==> src/rtl/dac_load_pkg.sv <==
package dac_load_pkg;

    localparam int unsigned ADDR_W = 2;
    localparam int unsigned CHAN_N = 2;

    typedef enum logic [1:0] {
        FR_IDLE   = 2'd0,
        FR_SHIFT  = 2'd1,
        FR_COMMIT = 2'd2
    } frame_state_e;

endpackage

==> src/rtl/dac_sync.sv <==
module dac_sync #(
    parameter int unsigned   W       = 1,
    parameter int unsigned   STAGES  = 2,
    parameter logic [W-1:0]  RST_VAL = '0
) (
    input  logic         clk,
    input  logic         rst_n,
    input  logic [W-1:0] d,
    output logic [W-1:0] q
);

    logic [W-1:0] stg_q [STAGES];

    always_ff @(posedge clk) begin
        if (!rst_n) begin
            stg_q[0] <= RST_VAL;
        end else begin
            stg_q[0] <= d;
        end
    end

    for (genvar g = 1; g < STAGES; g++) begin : g_stage
        always_ff @(posedge clk) begin
            if (!rst_n) begin
                stg_q[g] <= RST_VAL;
            end else begin
                stg_q[g] <= stg_q[g-1];
            end
        end
    end

    assign q = stg_q[STAGES-1];

endmodule

==> src/rtl/dac_frame_fsm.sv <==
module dac_frame_fsm
    import dac_load_pkg::*;
#(
    parameter int unsigned DATA_W = 16
) (
    input  logic              clk,
    input  logic              rst_n,
    input  logic              sclk_s,
    input  logic              sdi_s,
    input  logic              csn_s,
    output logic [CHAN_N-1:0] wr_en,
    output logic [DATA_W-1:0] wr_data
);

    localparam int unsigned FRAME_W = ADDR_W + DATA_W;
    localparam int unsigned CNT_W   = $clog2(FRAME_W + 1);

    frame_state_e         state_q;
    frame_state_e         state_d;
    logic [FRAME_W-1:0]   shreg_q;
    logic [CNT_W-1:0]     cnt_q;
    logic                 sclk_d;
    logic                 sclk_rise;
    logic                 frame_full;
    logic                 shift_en;
    logic                 cnt_clr;

    assign sclk_rise  = sclk_s & ~sclk_d;
    assign frame_full = (cnt_q == CNT_W'(FRAME_W));

    // state register
    always_ff @(posedge clk) begin
        if (!rst_n) begin
            state_q <= FR_IDLE;
        end else begin
            state_q <= state_d;
        end
    end

    // transitions
    always_comb begin
        state_d = state_q;
        unique case (state_q)
            FR_IDLE: begin
                if (!csn_s) state_d = FR_SHIFT;
            end
            FR_SHIFT: begin
                if (csn_s) state_d = frame_full ? FR_COMMIT : FR_IDLE;
            end
            FR_COMMIT: begin
                state_d = FR_IDLE;
            end
            default: begin
                state_d = FR_IDLE;
            end
        endcase
    end

    // outputs per state
    always_comb begin
        shift_en = 1'b0;
        cnt_clr  = 1'b0;
        wr_en    = '0;
        unique case (state_q)
            FR_IDLE: begin
                cnt_clr = 1'b1;
            end
            FR_SHIFT: begin
                shift_en = sclk_rise & ~csn_s;
            end
            FR_COMMIT: begin
                // address bit 0 selects channel A, bit 1 channel B
                wr_en = shreg_q[FRAME_W-1 -: ADDR_W];
            end
            default: begin
                cnt_clr = 1'b1;
            end
        endcase
    end

    assign wr_data = shreg_q[DATA_W-1:0];

    // shift register and bit counter
    always_ff @(posedge clk) begin
        if (!rst_n) begin
            sclk_d  <= 1'b0;
            shreg_q <= '0;
            cnt_q   <= '0;
        end else begin
            sclk_d <= sclk_s;
            if (shift_en) begin
                shreg_q <= {shreg_q[FRAME_W-2:0], sdi_s};
            end
            if (cnt_clr) begin
                cnt_q <= '0;
            end else if (shift_en && !frame_full) begin
                cnt_q <= cnt_q + 1'b1;
            end
        end
    end

endmodule

==> src/rtl/dac_chan_regs.sv <==
module dac_chan_regs #(
    parameter int unsigned DATA_W = 16
) (
    input  logic              clk,
    input  logic              rst_n,
    input  logic [DATA_W-1:0] preset,
    input  logic              clr,
    input  logic              load,
    input  logic              wr,
    input  logic [DATA_W-1:0] wr_data,
    output logic [DATA_W-1:0] in_q,
    output logic [DATA_W-1:0] dac_q,
    output logic              upd
);

    always_ff @(posedge clk) begin
        if (!rst_n) begin
            in_q  <= preset;
            dac_q <= preset;
            upd   <= 1'b0;
        end else if (clr) begin
            in_q  <= preset;
            dac_q <= preset;
            upd   <= (dac_q != preset);
        end else begin
            upd <= 1'b0;
            if (load) begin
                dac_q <= in_q;
                upd   <= (dac_q != in_q);
            end
            if (wr) begin
                in_q <= wr_data;
            end
        end
    end

endmodule

==> src/rtl/dual_dac_load_if.sv <==
module dual_dac_load_if
    import dac_load_pkg::*;
#(
    parameter int unsigned DATA_W      = 16,
    parameter int unsigned SYNC_STAGES = 2
) (
    input  logic              clk,
    input  logic              por_n,
    input  logic              ser_clk,
    input  logic              ser_din,
    input  logic              ser_sel_n,
    input  logic              load_n,
    input  logic              clr_n,
    input  logic              mid_sel,
    output logic [DATA_W-1:0] dac_a,
    output logic [DATA_W-1:0] dac_b,
    output logic              upd_a,
    output logic              upd_b
);

    localparam int unsigned SYNC_W = 5;

    logic [SYNC_W-1:0] raw_in;
    logic [SYNC_W-1:0] syn_in;
    logic              sclk_s;
    logic              sdi_s;
    logic              csn_s;
    logic              load_act;
    logic              clr_act;
    logic [DATA_W-1:0] preset;
    logic [CHAN_N-1:0] wr_en;
    logic [DATA_W-1:0] wr_data;
    logic [DATA_W-1:0] in_q   [CHAN_N];
    logic [DATA_W-1:0] dac_q  [CHAN_N];
    logic [CHAN_N-1:0] upd;
    logic [DATA_W-1:0] in_a_q;
    logic [DATA_W-1:0] in_b_q;

    assign raw_in = {clr_n, load_n, ser_sel_n, ser_din, ser_clk};

    dac_sync #(
        .W       (SYNC_W),
        .STAGES  (SYNC_STAGES),
        .RST_VAL (5'b11100)
    ) u_sync (
        .clk   (clk),
        .rst_n (por_n),
        .d     (raw_in),
        .q     (syn_in)
    );

    assign sclk_s   = syn_in[0];
    assign sdi_s    = syn_in[1];
    assign csn_s    = syn_in[2];
    assign load_act = ~syn_in[3];
    assign clr_act  = ~syn_in[4];

    assign preset = {mid_sel, {(DATA_W-1){1'b0}}};

    dac_frame_fsm #(
        .DATA_W (DATA_W)
    ) u_frame (
        .clk     (clk),
        .rst_n   (por_n),
        .sclk_s  (sclk_s),
        .sdi_s   (sdi_s),
        .csn_s   (csn_s),
        .wr_en   (wr_en),
        .wr_data (wr_data)
    );

    for (genvar ch = 0; ch < CHAN_N; ch++) begin : g_chan
        dac_chan_regs #(
            .DATA_W (DATA_W)
        ) u_regs (
            .clk     (clk),
            .rst_n   (por_n),
            .preset  (preset),
            .clr     (clr_act),
            .load    (load_act),
            .wr      (wr_en[ch]),
            .wr_data (wr_data),
            .in_q    (in_q[ch]),
            .dac_q   (dac_q[ch]),
            .upd     (upd[ch])
        );
    end

    assign in_a_q = in_q[0];
    assign in_b_q = in_q[1];
    assign dac_a  = dac_q[0];
    assign dac_b  = dac_q[1];
    assign upd_a  = upd[0];
    assign upd_b  = upd[1];

endmodule

==> config.mk <==
export PLATFORM = sky130hd
export DESIGN_NAME = dual_dac_load_if
export DESIGN_NICKNAME = d
export VERILOG_FILES = /design/src/rtl/dac_load_pkg.sv /design/src/rtl/dac_sync.sv /design/src/rtl/dac_frame_fsm.sv /design/src/rtl/dac_chan_regs.sv /design/src/rtl/dual_dac_load_if.sv
export SDC_FILE = /design/constraint.sdc
export NUM_CORES = 1
export LEC_CHECK = 0
export BUFFER_PORTS_ARGS = -buffer_cell sky130_fd_sc_hd__buf_2
export CAP_MARGIN = 15
export CORE_MARGIN = 2
export CORE_UTILIZATION = 55
export DETAILED_ROUTE_END_ITERATION = 8
export PLACE_DENSITY_LB_ADDON = 0.15
export SETUP_SLACK_MARGIN = 0.3
export SLEW_MARGIN = 15
export SYNTH_ARGS = -nofsm -noshare
export SYNTH_HDL_FRONTEND = slang
export SYNTH_SLANG_ARGS = --single-unit
==> constraint.sdc <==
create_clock -name clk -period 3 [get_ports clk]
set_clock_uncertainty 0.15 [all_clocks]
set_input_delay 0.45 -clock clk [delete_from_list [all_inputs] [get_ports clk]]
set_output_delay 0.45 -clock clk [all_outputs]
set_load 0.02 [all_outputs]
; Word level (Yosys, flattened, before mapping)
; Memories as Yosys holds them, arrays and structs flattened.
; Cells that the tools add are included.
[word_totals]
latch_bits = 0
in_bits = 8
register_bits = 92
mem_bits_rw = 10
memories = 1
out_inout_bits = 34
elab_cells = 67
rom_bits = 0
[classes]
n_div = 0
magnitude_cmp = 0
n_reduce_logical = 7
shift = 0
mul = 0
bitwise = 6
muxes = 26
n_addsub = 1
eq_ne = 12
[mem_list]
columns = name, depth, word_bits, read_ports, rd_ports_with_merged_regs, write_ports, line_no
row1 = u_sync.stg_q, 2, 5, 2, 0, 2, dac_sync.sv:12  ; logic [W-1:0] stg_q [STAGES];
[ops]
columns = operator, count
row1 = two-way mux 16 bit, 12
row2 = inequality test 16 bit, 4
row3 = two-way mux 5 bit, 2
row4 = two-way mux 2 bit, 4
row5 = two-way mux 1 bit, 7
row6 = "inequality test 3 x 2 -> 1 bit, second input constant", 2
row7 = AND reduction 2 bit, 3
row8 = "adder 5 x 1 -> 5 bit, second input constant", 1
row9 = "equality test 5 bit, second input constant", 1
row10 = "inequality test 2 bit, second input constant", 2
row11 = one-hot mux 2 bit (2 select lines), 1
row12 = "inequality test 3 bit, second input constant", 1
row13 = bitwise AND 1 bit, 2
row14 = "equality test 2 x 1 -> 1 bit, second input constant", 1
row15 = "equality test 2 bit, second input constant", 1
row16 = logical NOT 2 bit, 1
row17 = inverter 1 bit, 2
row18 = OR 1 bit, 2
row19 = OR reduction 2 bit, 1
row20 = logical AND 1 bit, 1
row21 = logical NOT 1 bit, 1

; Longest topological paths before layout
; Gate-level depths: netlist of run 1.
[depth]
depth_word = 5
depth_mapped = 7
ltp_nobuf = 6

; By module
; Synthesis of run 1 repeated with hierarchy kept, for this count alone.
[hier_totals]
hier_cells = 506
area_unflattened_um2 = 4904.7
[modules_own_cells]
columns = mod, n_inst, cells_per_inst, area_each_um2, seq_area_each_um2
row1 = dac_chan_regs, 2, 169, 1695.4, 980.9
row2 = dac_frame_fsm, 1, 145, 1239.9, 520.5
row3 = dac_sync, 1, 20, 262.8, 200.2
row4 = dual_dac_load_if, 1, 3, 11.3, 0.0

; Worst setup path before layout of run 1
; OpenSTA, ideal clock, no wires.
[synth_timing]
path_type = register to register
from = register g_chan[0].u_regs.dac_q[8]
to = register g_chan[0].u_regs.upd
period_less_slack_ns = 1.564
path_buffers = 0
stages_incl_launch_ff = 5
arrival_time_ns = 1.297
setup_slack_ns = 1.436
required_ns = 2.733
setup_time_ns = 0.117
path_cell_list = dfxtp_1 > or4_4 > nor4_2 > and4_1 > o2bb2ai_1
[synth_via]
elab_chain_cells = 3
elab_cells_between_ends = 4
classes_between = eq/ne: 2 / mux: 2
[synth_rtl]
columns = item, line_no
row1 = "start, declared", dac_chan_regs.sv:12  ; output logic [DATA_W-1:0] dac_q,
row2 = "start signal, assigned", dac_chan_regs.sv:19  ; dac_q <= preset;
row3 = "start signal, assigned", dac_chan_regs.sv:23  ; dac_q <= preset;
row4 = "start signal, assigned", dac_chan_regs.sv:28  ; dac_q <= in_q;
row5 = inequality test 16 bit, dac_chan_regs.sv:29  ; upd <= (dac_q != in_q);
row6 = two-way mux 1 bit, dac_chan_regs.sv:27  ; if (load) begin
row7 = two-way mux 1 bit *, dac_chan_regs.sv:21  ; end else if (clr) begin
row8 = "end signal, assigned", dac_chan_regs.sv:24  ; upd <= (dac_q != preset);
row9 = "end signal, assigned", dac_chan_regs.sv:29
row10 = "end, declared", dac_chan_regs.sv:13  ; output logic upd
; Every way passes the cells marked *; elsewhere a longest branch is shown, timed or not.
; A chain may end at the register's enable or synchronous reset.

; Worst setup path in the final report of run 1
[layout_timing]
from = register u_frame.state_q[1]
to = register u_frame.cnt_q[4]
[layout_via]
elab_chain_cells = 3
elab_cells_between_ends = 6
classes_between = eq/ne: 2 / mux: 1 / reduce/logical: 3
[layout_rtl]
columns = item, line_no
row1 = "start, declared", dac_frame_fsm.sv:18  ; frame_state_e state_q;
row2 = "start signal, assigned", dac_frame_fsm.sv:36  ; state_q <= state_d;
row3 = equality test 2 x 1 -> 1 bit / equality test 2 bit (equally long branches), dac_frame_fsm.sv:64  ; unique case (state_q)
row4 = OR reduction 2 bit (no source line) / two-way mux 1 bit (equally long branches), -
row5 = AND reduction 2 bit (no source line) / logical AND 1 bit (equally long branches), -
row6 = "end signal, assigned", dac_frame_fsm.sv:97  ; cnt_q <= cnt_q + 1'b1;
row7 = "end, declared", dac_frame_fsm.sv:21  ; logic [CNT_W-1:0] cnt_q;
; Several ways; a longest one is shown, not always the timed one.

==> flow_metrics.py, run 1 <==
metrics = {
    "timing": {
        "summed_negative_setup_slack_over_all_endpoints_ps": 0,
        "unrepaired_setup_endpoints_after_global_routing": "false",
        "final_hold_violation_count": 0,
        "finalMaxSlewViolations": 0,
        "final-setup-viol-count": 0,
        "hold_slack_ps": 125.3,
        "max_slew_margin": 0.5365,
        "final_period_minus_worst_setup_slack_ps": 1970,
        "worst-slew-pin-transition_ps": 695.3,
        "max_freq_mhz": 507.6,
        "finalCritPeriodShare": 0.6567,
    },
    "synthesis": {
        "yosysMostFrequentCell": "sky130_fd_sc_hd__nand2_1",
        "synth_edf_count": 4,
        "ys_seq_area_frac": 0.5053,
        "syn-num-nets": 463,
        "synthTopCellsByCount": "sky130_fd_sc_hd__nand2_1, sky130_fd_sc_hd__dfxtp_1, sky130_fd_sc_hd__nor2_1, sky130_fd_sc_hd__xor2_1",
        "netlist-cell-type-count": 33,
        "ys_seq_elements": 102,
        "ys.warnings.count": 0,
        "netlist_top_cells_area": "sky130_fd_sc_hd__dfxtp_1, sky130_fd_sc_hd__nand2_1, sky130_fd_sc_hd__mux2i_1",
        "synthesis.area_per_instance_um2": 9.156,
        "synth.top_cell.area_share": 0.4762,
        "synth_top_cell_by_area": "sky130_fd_sc_hd__dfxtp_1",
        "ys.flop_type": "sky130_fd_sc_hd__dfxtp_1",
        "number_of_cells_produced_by_synthesis": 450,
        "post_synth_design_cell_area_um2": 4120,
        "fraction_of_registers_with_async_set_reset": 0,
    },
    "detailed_routing": {
        "met3_wirelength_um": 299,
        "routed.top_layer": "met4",
        "dr.first_iter.drc_count": 115,
        "routed_wl_mm": 8.101,
        "route.met2.wl_mm": 3.891,
        "wl_met1_mm": 3.819,
        "antenna_left": 0,
        "routed_via_density": 5.171,
        "num_vias": 3030,
        "drc": 0,
        "wl_per_cell_um": 13.82,
        "dr.pass1.iters": 4,
    },
    "floorplanning": {
        "fp-row-count": 31,
        "die_y_um": 90.55,
        "fp.dieArea_um2": 8199,
        "die-width_um": 90.55,
        "design.portCount": 42,
        "initial_utilization": 0.5681,
        "floorplan.core_area_um2": 7253,
    },
    "clock_network": {
        "clk_tree_root_cell": "sky130_fd_sc_hd__clkbuf_8",
        "cts_setup_buffers": 0,
        "cts_made_buffers": 9,
        "post_cts_resize_count": 0,
        "cts_max_path_buffers": 2,
        "clkTransAtPathRegs_ps": 90,
        "cts_tree": "built",
        "post_cts_hold_buffer_count": 0,
        "clock_tree.htree_level_count": 3,
        "clock_latency_ps": 350,
        "sink_count_of_the_clock_tree": 102,
    },
    "power": {
        "p_clk_frac": 0.375,
        "power.internal_uw": 1846,
        "power_density_nw_per_um2": 513.6,
        "net_switching_component_of_the_power_uw": 511.5,
        "p_leak_uw": 0.002083,
        "peakVddDrop_mv": 0.2849,
        "seq_power_share": 0.589,
        "p_comb_frac": 0.036,
        "netSwitchingFraction": 0.2169,
    },
    "global_route": {
        "grt_start_max_net_pins": 38,
        "via_count_of_the_first_global_routing_pass": 2775,
        "global_route_wire_length_before_repair_mm": 13.37,
        "grt_use_total": 0.2011,
        "initial_antenna_violation_count": 0,
        "gr-total-overflow": 0,
    },
    "worst_hold_path": {
        "holdCritPathClass": "primary input to flop",
    },
    "finish": {
        "layout-drive-gt1-share": 0.1417,
        "insertedDiodeCount": 0,
        "syn_to_final_growth_pct": 11.42,
        "post_layout_nets": 495,
    },
    "flow_run": {
        "maxCapViolations": 0,
    },
    "run_status": {
        "outcome": "finished clean",
    },
    "critical_path": {
        "worstPathArrival_ps": 2100,
        "worst-endpoint-required_ps": 3130,
        "critPathLaunchType": "flop",
        "critPathMaxFanout": 20,
        "crit_path_end_kind": "flop",
        "crit_type": "flop to flop",
    },
    "place": {
        "hpwl_mm": 5.720,
        "place_congestion": 0.8308,
        "quantity_of_i_o_buffers_inserted_on_ports": 41,
    },
}
==> stage by stage <==
step           power [µW]  instances  cell area [µm²]  setup WS (ps)  utilization
4_1_cts              2381        586             4591           1004       0.6329
3_5_place_dp         1506        570             4383           1021       0.6043
3_3_place_gp         1504        570             4383           1117       0.6043
2_1_floorplan        1481        450             4120           1436            -
5_1_grt              2448        586             4591          815.3       0.6329
6_report             2358        586             4591           1030       0.6329
==> registers in the layout, indices dropped and copies added (netlist names) <==
signal               count
u_sync.stg_q            10
u_frame.cnt_q            5
u_frame.state_q          2
g_chan.u_regs.upd        2
g_chan.u_regs.in_q      32
u_frame.shreg_q         18
g_chan.u_regs.dac_q     32
u_frame.sclk_d           1
==> cells in the final DEF, fill, tap and decap left out, types with 2 or more instances in the layout <==
master / n
sky130_fd_sc_hd__ha_1: 5
sky130_fd_sc_hd__o2bb2ai_1: 2
sky130_fd_sc_hd__xnor2_1: 4
sky130_fd_sc_hd__buf_4: 4
sky130_fd_sc_hd__and4_1: 2
sky130_fd_sc_hd__o21ai_1: 2
sky130_fd_sc_hd__o21ai_0: 2
sky130_fd_sc_hd__or4_4: 2
sky130_fd_sc_hd__inv_1: 3
sky130_fd_sc_hd__xor2_1: 34
sky130_fd_sc_hd__nor2_1: 37
sky130_fd_sc_hd__nand4_1: 4
sky130_fd_sc_hd__and2_1: 8
sky130_fd_sc_hd__buf_2: 41
sky130_fd_sc_hd__a21oi_1: 30
sky130_fd_sc_hd__edfxtp_1: 4
sky130_fd_sc_hd__nor4_1: 12
sky130_fd_sc_hd__clkbuf_8: 11
sky130_fd_sc_hd__nor4_2: 2
sky130_fd_sc_hd__nand2_1: 105
sky130_fd_sc_hd__mux2i_1: 30
sky130_fd_sc_hd__nand3_1: 4
sky130_fd_sc_hd__nand2b_1: 7
sky130_fd_sc_hd__dfxtp_1: 97
sky130_fd_sc_hd__a21boi_1: 20
==> power groups by stage <==
stage	Clock, µW	Sequential [µW]	Combinational (µW)
finish	884	1390	85.3
global route	964	1390	92.6
global placement	0	1420	84.6
CTS	906	1390	86.3
floorplan	0	1420	63.2
detailed placement	0	1420	85.9
==> per-layer routing <==
layer	track usage	up-vias
li1	-	1558
met2	0.3327	46
met4	0.06923	0
met3	0.02504	6
met5	0	-
met1	0.2725	1420
==> final timing paths <==
| path | slack, ps | cells past startpoint | end | from |
|---|---|---|---|---|
| setup / recovery | 1030 | 6 | u_frame.cnt_q[4] | u_frame.state_q[1] |
| hold reg to reg | 260 | 1 | u_sync.stg_q[1][2] | u_sync.stg_q[0][2] |
| setup reg to reg | 1030 | 6 | u_frame.cnt_q[4] | u_frame.state_q[1] |
| hold / removal | 130 | 2 | u_sync.stg_q[0][3] | load_n |
==> cell families after synthesis <==
| group | share of synthesized area |
|---|---|
| buf+inv | 0.02703 |
| compound gates | 0.08381 |
| mux | 0.07288 |
| simple gates | 0.2150 |
| xor+xnor | 0.08078 |
| fa+ha+maj | 0.01518 |
| flops | 0.5053 |
==> worst max-delay path: stages, from the launching register on <==
cell and delay, ps:
sky130_fd_sc_hd__dfxtp_1 330, sky130_fd_sc_hd__inv_1 80, sky130_fd_sc_hd__ha_1 210, sky130_fd_sc_hd__and4bb_1 680, sky130_fd_sc_hd__nand4_1 190, sky130_fd_sc_hd__xor2_1 170
sky130_fd_sc_hd__nor2_1 90
==> layout make-up <==
cell class / instances / area (µm²)
Fill cell: 660 / 2663
Clock inverter: 4 / 52.55
Sequential cell: 102 / 2083
Timing Repair Buffer: 45 / 235.2
Tap cell: 99 / 123.9
Multi-Input combinational cell: 321 / 1929
Clock buffer: 12 / 155.1
Inverter: 3 / 11.26
No activity file was read; power rests on OpenSTA's default activity.
==> inputs of run 2 (changes only) <==
--- a/config.mk
+++ b/config.mk
@@ -5,10 +5,11 @@
 export SDC_FILE = /design/constraint.sdc
 export NUM_CORES = 1
 export LEC_CHECK = 0
+export ABC_AREA = 1
 export BUFFER_PORTS_ARGS = -buffer_cell sky130_fd_sc_hd__buf_2
 export CAP_MARGIN = 15
 export CORE_MARGIN = 2
-export CORE_UTILIZATION = 55
+export CORE_UTILIZATION = 53
 export DETAILED_ROUTE_END_ITERATION = 8
 export PLACE_DENSITY_LB_ADDON = 0.15
 export SETUP_SLACK_MARGIN = 0.3
==> constraint.sdc (replaced) <==
create_clock -name clk -period 1.65 [get_ports clk]
set_clock_uncertainty 0.15 [all_clocks]
set_input_delay 0.2475 -clock clk [delete_from_list [all_inputs] [get_ports clk]]
set_output_delay 0.2475 -clock clk [all_outputs]
set_load 0.02 [all_outputs]
==> flow_metrics.py, run 2 <==
metrics = {
    "run_status": {
        "outcome": "finished clean",
    },
    "global_route": {
        "global_route_wire_length_before_repair_mm": 17.17,
        "via_count_of_the_first_global_routing_pass": 3837,
        "grt_use_total": 0.2471,
        "gr-total-overflow": 0,
        "initial_antenna_violation_count": 0,
        "grt_start_max_net_pins": 31,
    },
    "synthesis": {
        "ys.warnings.count": 0,
        "synth_top_cell_by_area": "sky130_fd_sc_hd__dfxtp_1",
        "synth.top_cell.area_share": 0.4567,
        "ys_seq_elements": 102,
        "ys_seq_area_frac": 0.4847,
        "syn-num-nets": 610,
        "netlist_top_cells_area": "sky130_fd_sc_hd__dfxtp_1, sky130_fd_sc_hd__nand2_1, sky130_fd_sc_hd__a21oi_1",
        "synthesis.area_per_instance_um2": 7.195,
        "synth_edf_count": 4,
        "netlist-cell-type-count": 25,
        "number_of_cells_produced_by_synthesis": 597,
        "fraction_of_registers_with_async_set_reset": 0,
        "synthTopCellsByCount": "sky130_fd_sc_hd__nand2_1, sky130_fd_sc_hd__dfxtp_1, sky130_fd_sc_hd__inv_1, sky130_fd_sc_hd__nor2_1, sky130_fd_sc_hd__a21oi_1",
        "post_synth_design_cell_area_um2": 4295,
        "yosysMostFrequentCell": "sky130_fd_sc_hd__nand2_1",
        "ys.flop_type": "sky130_fd_sc_hd__dfxtp_1",
    },
    "critical_path": {
        "timing.reg2reg.worst_path_depth": 6,
        "crit-reg2reg-launch": "u_frame.state_q[1]",
        "critPathLaunchType": "flop",
        "critPathCapture": "g_chan[1].u_regs.in_q[10]",
        "reg2reg_to": "g_chan[1].u_regs.in_q[10]",
        "worst-endpoint-required_ps": 1800,
        "regToRegSetupSlack_ps": 170,
        "critPathMaxFanout": 8,
        "crit_path_end_kind": "flop",
        "worstSetupStartpoint": "u_frame.state_q[1]",
        "crit_type": "flop to flop",
        "worstPathArrival_ps": 1620,
    },
    "timing": {
        "finalCritPeriodShare": 0.8949,
        "final_period_minus_worst_setup_slack_ps": 1477,
        "postLayoutSetupSlackWorst_ps": 173.4,
        "worst-slew-pin-transition_ps": 338.5,
        "unrepaired_setup_endpoints_after_global_routing": "true",
        "max_freq_mhz": 677.2,
        "summed_negative_setup_slack_over_all_endpoints_ps": 0,
        "finalMaxSlewViolations": 0,
        "final-setup-viol-count": 0,
        "max_slew_margin": 0.7741,
        "final_hold_violation_count": 0,
    },
    "floorplanning": {
        "initial_utilization": 0.5502,
        "die_y_um": 94.03,
        "fp-row-count": 32,
        "die-width_um": 94.03,
        "design.portCount": 42,
        "floorplan.core_area_um2": 7807,
        "fp.dieArea_um2": 8841,
    },
    "detailed_routing": {
        "wl_per_cell_um": 14.14,
        "drc": 0,
        "antenna_left": 0,
        "num_vias": 3925,
        "routed_wl_mm": 10.76,
        "routed_via_density": 5.158,
        "dr.pass1.iters": 4,
        "dr.first_iter.drc_count": 176,
    },
    "place": {
        "dp_worst_setup_slack_ps": 109.1,
        "post_placement_cell_area_um2": 4672,
        "place_congestion": 0.8351,
        "quantity_of_i_o_buffers_inserted_on_ports": 41,
        "hpwl_mm": 6.732,
        "post-place-cells": 725,
    },
    "clock_network": {
        "clock_tree.htree_level_count": 3,
        "clkTransAtPathRegs_ps": 100,
        "clk_tree_root_cell": "sky130_fd_sc_hd__clkbuf_8",
        "cts_made_buffers": 9,
        "cts_tree": "built",
        "clock_latency_ps": 360,
        "cts_max_path_buffers": 2,
        "sink_count_of_the_clock_tree": 102,
    },
    "finish": {
        "most-common-layout-cells": "sky130_fd_sc_hd__nand2_1, sky130_fd_sc_hd__dfxtp_1, sky130_fd_sc_hd__inv_1",
        "insertedDiodeCount": 0,
        "commonest_non_fill_non_tap_cell_in_the_layout": "sky130_fd_sc_hd__nand2_1",
        "syn_to_final_growth_pct": 28.63,
        "post_layout_nets": 668,
        "layout-drive-gt1-share": 0.2701,
        "layoutNonFillerInstCount": 761,
        "layout_top_registers": "g_chan.u_regs.dac_q: 32 flops, g_chan.u_regs.in_q: 32 flops, u_frame.shreg_q: 18 flops",
        "design_area_um2": 5525,
    },
    "power": {
        "power_density_nw_per_um2": 876.2,
        "p_leak_uw": 0.002452,
        "peakVddDrop_mv": 0.8364,
    },
    "worst_hold_path": {
        "holdCritPathClass": "primary input to flop",
    },
    "flow_run": {
        "maxCapViolations": 0,
    },
}
## run 2: worst max-delay path: stages, from the launching register on
cell and delay [ps]:
sky130_fd_sc_hd__dfxtp_2 350, sky130_fd_sc_hd__buf_4 110, sky130_fd_sc_hd__ha_4 170, sky130_fd_sc_hd__nand2_8 80, sky130_fd_sc_hd__buf_6 140, sky130_fd_sc_hd__bufbuf_16 280
sky130_fd_sc_hd__a21oi_4 130
## run 2: power breakdown
part           switching, µW  internal, µW
Combinational            434           322
Clock                    828           623
Sequential              75.2          2560
Total                   1340          3500
## run 2: final cells by class
cell class                 instances  area, µm²
sequential                       102       2108
clock buffer                      12      155.1
fill                             628       2282
multi-input combinational        386       2122
clock inverter                     3      18.77
inverter                          84      330.3
timing repair buffer              72      663.1
tap                              102      127.6
## run 2: layer usage
| metal | wire, µm | vias to the layer above | track usage |
|---|---|---|---|
| li1 | - | 2004 | - |
| met4 | 291 | 0 | 0.09420 |
| met5 | 0 | - | 0 |
| met2 | 5177 | 86 | 0.4143 |
| met1 | 4875 | 1807 | 0.3152 |
| met3 | 419 | 28 | 0.04655 |
## run 2: repair_timing
| item | CTS | global route |
|---|---|---|
| pin swaps | 7 | 23 |
| endpoints found under the setup margin | 89 | 96 |
| endpoints found under the hold margin | 5 | 0 |
| cloned | 5 | 1 |
| hold buffers | 5 | 0 |
| gates resized for setup | 51 | 91 |
| buffers inserted | 6 | 4 |
## run 2: logic make-up after synthesis
kind of cell | Yosys count | share of synthesized area
adder cells (fa/ha/maj) | 5 | 0.01456
flip-flops | 102 | 0.4847
buffers and inverters | 109 | 0.1005
AO/OA/AOI/OAI | 147 | 0.1730
XOR/XNOR | 3 | 0.006118
AND/OR/NAND/NOR | 231 | 0.2211
## run 2: stage by stage
stage                       util  hold slack [ps]  power, µW
after floorplan                -            195.1       3079
after global placement    0.5984            243.7       3215
after CTS                 0.6659            80.45       4768
after detailed placement  0.5984            247.3       3241
after global routing      0.7077            117.9       5050
final                     0.7077            107.1       4841
## run 2: worst min path at each step
stage	startpoint	endpoint	slack [ps]	cells past startpoint
6_report	por_n	g_chan[0].u_regs.dac_q[14]	110	3
4_1_cts	por_n	g_chan[0].u_regs.dac_q[14]	80	3
2_1_floorplan	ser_clk	u_sync.stg_q[0][0]	200	2
5_1_grt	por_n	g_chan[0].u_regs.dac_q[13]	120	3
3_5_place_dp	u_sync.stg_q[0][0]	u_sync.stg_q[1][0]	250	2
3_3_place_gp	u_sync.stg_q[0][0]	u_sync.stg_q[1][0]	240	2
